$ cat config.mk
export PLATFORM = sky130hd
export DESIGN_NAME = uart_tx_hold
export DESIGN_NICKNAME = d
export VERILOG_FILES = /design/src/rtl/uart_tx_pkg.sv /design/src/rtl/uart_tx_holding.sv /design/src/rtl/uart_tx_frame_cfg.sv /design/src/rtl/uart_tx_serializer.sv /design/src/rtl/uart_tx_hold.sv
export SDC_FILE = /design/constraint.sdc
export NUM_CORES = 1
export LEC_CHECK = 0
export ABC_AREA = 1
export CAP_MARGIN = 20
export CORE_ASPECT_RATIO = 0.5
export CORE_MARGIN = 5
export CORE_UTILIZATION = 56
export DETAILED_ROUTE_END_ITERATION = 16
export GPL_TIMING_DRIVEN = 1
export HOLD_SLACK_MARGIN = 0.05
export PLACE_DENSITY = 0.79
export SLEW_MARGIN = 15
export SYNTH_ARGS = -nofsm -noshare
export SYNTH_HDL_FRONTEND = slang
export SYNTH_SLANG_ARGS = --single-unit
$ cat constraint.sdc
create_clock -name clk_i -period 2.15 [get_ports clk_i]
set_clock_uncertainty 0.1 [all_clocks]
set_input_delay 0.3225 -clock clk_i [delete_from_list [all_inputs] [get_ports clk_i]]
set_output_delay 0.3225 -clock clk_i [all_outputs]
set_load 0.05 [all_outputs]
$ cat src/rtl/uart_tx_pkg.sv
package uart_tx_pkg;

   localparam int unsigned LEN_CODE_W    = 2;
   localparam int unsigned MIN_CHAR_BITS = 5;
   localparam int unsigned MAX_CHAR_BITS = MIN_CHAR_BITS + (1 << LEN_CODE_W) - 1;

   typedef enum logic [2:0] {
      PH_IDLE,
      PH_START,
      PH_DATA,
      PH_PARITY,
      PH_STOP
   } tx_phase_e;

   typedef struct packed {
      logic [LEN_CODE_W-1:0] len_code;
      logic                  par_en;
      logic                  par_odd;
      logic                  stop_long;
   } line_cfg_t;

   // Parity over the bits that will actually be sent, inverted for odd.
   function automatic logic char_parity(input logic [MAX_CHAR_BITS-1:0] d,
                                        input logic [LEN_CODE_W-1:0]    len_code,
                                        input logic                     odd);
      logic acc;
      acc = odd;
      for (int i = 0; i < int'(MAX_CHAR_BITS); i++) begin
         if (i < int'(MIN_CHAR_BITS) + int'(len_code)) acc = acc ^ d[i];
      end
      return acc;
   endfunction

endpackage

$ cat src/rtl/uart_tx_holding.sv
module uart_tx_holding
   import uart_tx_pkg::*;
#(
   parameter int unsigned DATA_W = MAX_CHAR_BITS
) (
   input  logic              clk_i,
   input  logic              rst_ni,
   input  logic              wr_i,
   input  logic [DATA_W-1:0] data_i,
   input  logic              take_i,
   input  logic              frame_done_i,
   output logic [DATA_W-1:0] hold_data_o,
   output logic              hold_ready_o,
   output logic              thr_empty_o,
   output logic              tx_empty_o
);

   logic              arm_q;
   logic              valid_q;
   logic [DATA_W-1:0] data_q;
   logic              thr_empty_q;
   logic              tx_empty_q;

   always_ff @(posedge clk_i or negedge rst_ni) begin
      if (!rst_ni) begin
         arm_q       <= 1'b0;
         valid_q     <= 1'b0;
         data_q      <= '0;
         thr_empty_q <= 1'b1;
         tx_empty_q  <= 1'b1;
      end else begin
         arm_q <= wr_i;
         if (wr_i) data_q <= data_i;

         if (arm_q)       valid_q <= 1'b1;
         else if (take_i) valid_q <= 1'b0;

         if (arm_q)       thr_empty_q <= 1'b0;
         else if (take_i) thr_empty_q <= 1'b1;

         if (arm_q)                          tx_empty_q <= 1'b0;
         else if (frame_done_i && !valid_q)  tx_empty_q <= 1'b1;
      end
   end

   // A character becomes eligible only after its arming stage has passed.
   assign hold_ready_o = valid_q & ~arm_q;
   assign hold_data_o  = data_q;
   assign thr_empty_o  = thr_empty_q;
   assign tx_empty_o   = tx_empty_q;

   AST_FLAG_CLEAR: assert property (@(posedge clk_i) disable iff (!rst_ni)
      wr_i |-> ##2 (!thr_empty_o && !tx_empty_o));

   AST_TAKE_NEEDS_DATA: assert property (@(posedge clk_i) disable iff (!rst_ni)
      take_i |-> (valid_q && !thr_empty_o));

endmodule

$ cat src/rtl/uart_tx_frame_cfg.sv
module uart_tx_frame_cfg
   import uart_tx_pkg::*;
#(
   parameter int unsigned OVS          = 16,
   parameter bit          HALF_STOP_EN = 1'b1,
   localparam int unsigned CNT_W       = $clog2(2 * OVS),
   localparam int unsigned IDX_W       = $clog2(MAX_CHAR_BITS)
) (
   input  logic                     clk_i,
   input  logic                     rst_ni,
   input  logic                     load_i,
   input  line_cfg_t                cfg_i,
   input  logic [MAX_CHAR_BITS-1:0] data_i,
   output logic [IDX_W-1:0]         last_bit_o,
   output logic                     par_en_o,
   output logic                     par_bit_o,
   output logic [CNT_W-1:0]         stop_last_o
);

   localparam logic [CNT_W-1:0] STOP_ONE  = CNT_W'(OVS - 1);
   localparam logic [CNT_W-1:0] STOP_HALF = CNT_W'((OVS * 3) / 2 - 1);
   localparam logic [CNT_W-1:0] STOP_TWO  = CNT_W'(2 * OVS - 1);

   line_cfg_t cfg_q;
   logic      par_q;

   always_ff @(posedge clk_i or negedge rst_ni) begin
      if (!rst_ni) begin
         cfg_q <= '0;
         par_q <= 1'b0;
      end else if (load_i) begin
         cfg_q <= cfg_i;
         par_q <= char_parity(data_i, cfg_i.len_code, cfg_i.par_odd);
      end
   end

   assign last_bit_o = IDX_W'(MIN_CHAR_BITS - 1) + IDX_W'(cfg_q.len_code);
   assign par_en_o   = cfg_q.par_en;
   assign par_bit_o  = par_q;

   generate
      if (HALF_STOP_EN) begin : g_half_stop
         always_comb begin
            if (!cfg_q.stop_long)       stop_last_o = STOP_ONE;
            else if (cfg_q.len_code == '0) stop_last_o = STOP_HALF;
            else                        stop_last_o = STOP_TWO;
         end
      end else begin : g_whole_stop
         assign stop_last_o = cfg_q.stop_long ? STOP_TWO : STOP_ONE;
      end
   endgenerate

   AST_CFG_HELD: assert property (@(posedge clk_i) disable iff (!rst_ni)
      !load_i |=> ($stable(cfg_q) && $stable(par_q)));

endmodule

$ cat src/rtl/uart_tx_serializer.sv
module uart_tx_serializer
   import uart_tx_pkg::*;
#(
   parameter int unsigned OVS    = 16,
   localparam int unsigned CNT_W = $clog2(2 * OVS),
   localparam int unsigned IDX_W = $clog2(MAX_CHAR_BITS)
) (
   input  logic                     clk_i,
   input  logic                     rst_ni,
   input  logic                     tick_i,
   input  logic                     hold_ready_i,
   input  logic [MAX_CHAR_BITS-1:0] hold_data_i,
   input  logic [IDX_W-1:0]         last_bit_i,
   input  logic                     par_en_i,
   input  logic                     par_bit_i,
   input  logic [CNT_W-1:0]         stop_last_i,
   output logic                     take_o,
   output logic                     frame_done_o,
   output logic                     line_o
);

   localparam logic [CNT_W-1:0] BIT_LAST = CNT_W'(OVS - 1);

   tx_phase_e                phase_q;
   logic [CNT_W-1:0]         cnt_q;
   logic [IDX_W-1:0]         idx_q;
   logic [MAX_CHAR_BITS-1:0] shift_q;
   logic                     bit_end;
   logic                     stop_end;

   assign bit_end      = (cnt_q == BIT_LAST);
   assign stop_end     = (phase_q == PH_STOP) && (cnt_q == stop_last_i);
   assign take_o       = tick_i & hold_ready_i & ((phase_q == PH_IDLE) | stop_end);
   assign frame_done_o = tick_i & stop_end;

   always_ff @(posedge clk_i or negedge rst_ni) begin
      if (!rst_ni) begin
         phase_q <= PH_IDLE;
         cnt_q   <= '0;
         idx_q   <= '0;
         shift_q <= '0;
      end else if (take_o) begin
         phase_q <= PH_START;
         cnt_q   <= '0;
         idx_q   <= '0;
         shift_q <= hold_data_i;
      end else if (tick_i) begin
         unique case (phase_q)
            PH_START: begin
               if (bit_end) begin
                  phase_q <= PH_DATA;
                  cnt_q   <= '0;
               end else cnt_q <= cnt_q + CNT_W'(1);
            end
            PH_DATA: begin
               if (bit_end) begin
                  cnt_q <= '0;
                  if (idx_q == last_bit_i) begin
                     phase_q <= par_en_i ? PH_PARITY : PH_STOP;
                  end else begin
                     idx_q   <= idx_q + IDX_W'(1);
                     shift_q <= shift_q >> 1;
                  end
               end else cnt_q <= cnt_q + CNT_W'(1);
            end
            PH_PARITY: begin
               if (bit_end) begin
                  phase_q <= PH_STOP;
                  cnt_q   <= '0;
               end else cnt_q <= cnt_q + CNT_W'(1);
            end
            PH_STOP: begin
               if (stop_end) begin
                  phase_q <= PH_IDLE;
                  cnt_q   <= '0;
               end else cnt_q <= cnt_q + CNT_W'(1);
            end
            default: ;
         endcase
      end
   end

   always_comb begin
      unique case (phase_q)
         PH_START:  line_o = 1'b0;
         PH_DATA:   line_o = shift_q[0];
         PH_PARITY: line_o = par_bit_i;
         default:   line_o = 1'b1;
      endcase
   end

   AST_LEAVE_IDLE_ON_TICK: assert property (@(posedge clk_i) disable iff (!rst_ni)
      (phase_q == PH_IDLE && !tick_i) |=> (phase_q == PH_IDLE));

   AST_LINE_ON_TICK: assert property (@(posedge clk_i) disable iff (!rst_ni)
      !tick_i |=> $stable(line_o));

endmodule

$ cat src/rtl/uart_tx_hold.sv
module uart_tx_hold
   import uart_tx_pkg::*;
#(
   parameter int unsigned OVS          = 16,
   parameter bit          HALF_STOP_EN = 1'b1,
   localparam int unsigned CNT_W       = $clog2(2 * OVS),
   localparam int unsigned IDX_W       = $clog2(MAX_CHAR_BITS)
) (
   input  logic                     clk_i,
   input  logic                     rst_ni,
   input  logic                     thr_wr_i,
   input  logic [MAX_CHAR_BITS-1:0] thr_data_i,
   input  logic [LEN_CODE_W-1:0]    len_code_i,
   input  logic                     par_en_i,
   input  logic                     par_odd_i,
   input  logic                     stop_long_i,
   input  logic                     brk_i,
   input  logic                     tick_i,
   output logic                     txd_o,
   output logic                     thr_empty_o,
   output logic                     tx_empty_o
);

   initial begin
      AST_OVS_EVEN: assert (OVS >= 2 && (OVS % 2) == 0)
         else $error("OVS must be an even value of at least 2");
   end

   logic [MAX_CHAR_BITS-1:0] hold_data;
   logic                     hold_ready;
   logic                     take;
   logic                     frame_done;
   logic [IDX_W-1:0]         last_bit;
   logic                     par_en;
   logic                     par_bit;
   logic [CNT_W-1:0]         stop_last;
   logic                     line;
   line_cfg_t                cfg_in;

   assign cfg_in = '{len_code: len_code_i, par_en: par_en_i,
                     par_odd: par_odd_i, stop_long: stop_long_i};

   uart_tx_holding #(.DATA_W(MAX_CHAR_BITS)) u_holding (
      .clk_i        (clk_i),
      .rst_ni       (rst_ni),
      .wr_i         (thr_wr_i),
      .data_i       (thr_data_i),
      .take_i       (take),
      .frame_done_i (frame_done),
      .hold_data_o  (hold_data),
      .hold_ready_o (hold_ready),
      .thr_empty_o  (thr_empty_o),
      .tx_empty_o   (tx_empty_o)
   );

   uart_tx_frame_cfg #(.OVS(OVS), .HALF_STOP_EN(HALF_STOP_EN)) u_frame_cfg (
      .clk_i       (clk_i),
      .rst_ni      (rst_ni),
      .load_i      (take),
      .cfg_i       (cfg_in),
      .data_i      (hold_data),
      .last_bit_o  (last_bit),
      .par_en_o    (par_en),
      .par_bit_o   (par_bit),
      .stop_last_o (stop_last)
   );

   uart_tx_serializer #(.OVS(OVS)) u_serializer (
      .clk_i        (clk_i),
      .rst_ni       (rst_ni),
      .tick_i       (tick_i),
      .hold_ready_i (hold_ready),
      .hold_data_i  (hold_data),
      .last_bit_i   (last_bit),
      .par_en_i     (par_en),
      .par_bit_i    (par_bit),
      .stop_last_i  (stop_last),
      .take_o       (take),
      .frame_done_o (frame_done),
      .line_o       (line)
   );

   assign txd_o = line & ~brk_i;

   AST_EMPTY_ORDER: assert property (@(posedge clk_i) disable iff (!rst_ni)
      tx_empty_o |-> thr_empty_o);

   AST_IDLE_LINE: assert property (@(posedge clk_i) disable iff (!rst_ni)
      (tx_empty_o && !brk_i) |-> txd_o);

endmodule

==> key figures <==
Status
  • Outcome: completed

Logic synthesis
  • Largest family of logic cells by synthesized area: simple AND/OR/NAND/NOR gates
  • Synth Area in Adders: 2.602%
  • Synth Area in XOR/XNOR: 2.733%
  • Cell area after synthesis: 0.001923 sq mm
  • Mapped Nets: 265
  • EDFF count, synth: 0
  • Register area share after synthesis: 46.97%
  • Count of cell types in the netlist: 30
  • Top_reg_cell synth: dfrtp_1
  • YS warnings: 0
  • Post-synthesis register bit count: 36
  • Syn avg cell area: 7.914 sq um
  • Post-synthesis cell count: 243
  • Async SR Flop Fraction: 100.0%
  • Synth Area in Simple Gates: 27.46%
  • Multiplexer share of the synthesized area: 0%
  • Compound-Gate Fraction of Synth Area: 12.17%

Placed design
  • Placed Area: 0.002185 sq mm
  • HPWL Detailed: 2.847 mm
  • PortBufs: 20
  • GPL Wtd Cong: 0.8119

Cells and area
  • # diodes: 0
  • Area added between synthesis and finish: 19.71%
  • Commonest cells after routing, fill and taps aside: 81 x nand2_1, 34 x inv_1, 34 x dfrtp_1, 20 x o21ai_0, 19 x clkdlybuf4s50_1
  • Layout cell share with drive strength beyond 1: 12.18%
  • Fin area: 0.002302 sq mm
  • Commonest non-fill, non-tap cell in the layout: nand2_1
  • Layout Nets: 292

Critical path
  • Worst EP arrival: 1630 ps
  • Max Fanout on Critical Path: 2
  • Sum of buffers and inverters on the critical path: 1
  • Worst path top cell family by delay: buffers and inverters
  • Req. time, crit path: 1730 ps
  • Slowest CP cell: clkdlybuf4s50_1
  • Worst Setup End Kind: output port
  • Critical path launch point type: register
  • Critical-path cell list: clkdlybuf4s50_1
  • CP Class: register to output port
  • Max incr delay on CP: 800 ps

Timing
  • Final hold violation count: 0
  • Unrepaired setup endpoints after global routing: no
  • Worst slew pin tran: 497.6 ps
  • Fin crit period: 2050 ps
  • FMAX: 487.9 MHz
  • Final period utilization: 95.33%
  • Final Max Tran Viols: 0
  • Slew HR: 66.73%
  • # setup viols final: 0
  • Setup TNS: 0 ps

Clock network
  • Clk_lat worst skew: 290 ps
  • Clock tree sinks: 36
  • Clock slew at reported path FFs: 70 ps
  • CTS tree: yes
  • Htree depth: 2
  • Root buffer cell: clkbuf_8
  • Maximum root-to-sink buffer count: 2
  • Total CTS buffers: 5

Detailed routing
  • Remaining antenna violation count: 0
  • WL/cell: 12.58 microns
  • Via count: 1595
  • Drt initial violations: 50
  • Vias per std cell: 5.096
  • DRT Wirelength: 3.937 mm
  • First drt pass iteration count: 5
  • DRC viols: 0

Global routing
  • GR Overflow Total: 0
  • GRT Total Usage: 18.84%
  • Antenna violations before repair: 0
  • Vias in the first global route: 1553
  • First-pass GRT wire length: 6.879 mm
  • Pin count of the biggest net entering global routing: 37

Floorplan
  • Top-Level Pins: 21
  • Row cnt: 15
  • Die area: 0.004777 sq mm
  • Die width: 92.88 microns
  • Core Area: 0.003378 sq mm
  • Die Span Y: 51.44 microns
  • Initial Util: 56.93%

Power
  • Static leakage: 1.131 nW
  • Peak VDD IR: 0.4150 mV
  • PD cells: 1138 mW/mm^2

Hold path
  • Hold Path Class: primary input to async pin

Flow run
  • Max Cap Viol: 0
cells by family (layout without fill, tap and decap cells):
logic type / count (synthesis) / in the layout
AOI/OAI and AO/OA: 36 / 36
xor gates and xnor gates: 6 / 6
adders and majority gates: 4 / 4
DFF: 36 / 36
buffers and inverters: 40 / 68
and+or+nand+nor: 121 / 121
state kept, by name, indices dropped and copies added, names as in the netlist, 3 cells and up:
name,count
u_frame_cfg.cfg_q,3
u_holding.hold_data_o,8
u_serializer.cnt_q,5
u_serializer.idx_q,3
u_serializer.phase_q,3
u_serializer.shift_q,8
layer usage:
layer / up-vias / part of all wire, % / global-route usage, % / wire [microns]
met1: 731 / 45 / 23.16 / 1768
met5: - / 0 / 0 / 0
met4: 0 / 0.58 / 5.109 / 23
met3: 2 / 7.0 / 5.882 / 275
li1: 816 / - / - / -
met2: 46 / 48 / 32.42 / 1871
cell type report:
| type | count | area (sq um) |
|---|---|---|
| Timing Repair Buffer | 22 | 225.2 |
| Fill cell | 285 | 1076 |
| Sequential cell | 36 | 903.4 |
| Clock inverter | 3 | 18.77 |
| Multi-Input combinational cell | 167 | 885.9 |
| Clock buffer | 5 | 68.82 |
| Inverter | 37 | 142.6 |
| Timing Repair inverter | 1 | 5.005 |
| Tap cell | 42 | 52.55 |
report_power, final:
part,switching [mW],internal [mW]
clock,0.260,0.226
sequential,0.165,0.893
combinational,0.666,0.410
worst register-to-register path: cells and delay by family, from the launching register on:
kind,cells,cell delay (ps)
AND/OR/NAND/NOR,5,530
adder cells (fa/ha/maj),2,400
AO/OA/AOI/OAI,1,80
buffers and inverters,2,290
flip-flops,1,410
synth_stat cells (2+ instances only):
library cell,instances,area [sq um]
nor2_2,3,18.77
nand2_4,2,22.52
nor2_1,12,45.04
nand3_1,15,75.07
nand2_1,81,304.0
ha_1,4,50.05
xor2_1,4,35.03
o21ai_0,20,100.1
xnor2_1,2,17.52
dfstp_2,2,52.55
o21a_1,2,15.01
o211ai_1,7,52.55
inv_1,35,131.4
nand2_2,3,18.77
dfrtp_1,34,850.8
o21bai_1,3,22.52
per-stage QoR:
| step | worst slack [ps] | power [mW] | hold WS, ps | utilization [%] | instances |
|---|---|---|---|---|---|
| global placement | 149.7 | 2.063 | 373.7 | 64.67 | 304 |
| finish | 100.3 | 2.619 | 354.9 | 68.15 | 313 |
| floorplan | 412.3 | 1.821 | -73.09 | - | 243 |
| CTS | 26.29 | 2.589 | 364.4 | 67.26 | 312 |
| global route | 12.01 | 2.844 | 390.7 | 68.15 | 313 |
| detailed placement | 110.6 | 2.097 | 380.0 | 64.67 | 304 |
worst paths after layout:
check / startpoint / endpoint / slack [ps] / cells after the start
worst max-delay path: u_holding.tx_empty_o / tx_empty_o / 100 / 1
min in group clk_i: u_holding.thr_empty_o / u_holding.thr_empty_o / 390 / 2
worst min register to register: u_holding.thr_empty_o / u_holding.thr_empty_o / 390 / 2
max in group asynchronous: rst_ni / u_holding.tx_empty_o / 1250 / 2
worst max register to register: u_serializer.cnt_q[0] / u_serializer.idx_q[0] / 220 / 10
worst min-delay path: rst_ni / u_holding.hold_data_o[2] / 350 / 2
what timing repair did:
action	4_1_cts	5_1_grt
endpoints found under the setup margin	0	13
resized for setup	0	6
hold buffers	0	0
setup buffers	0	0
Note: power is estimated with default switching activity, not from simulation.
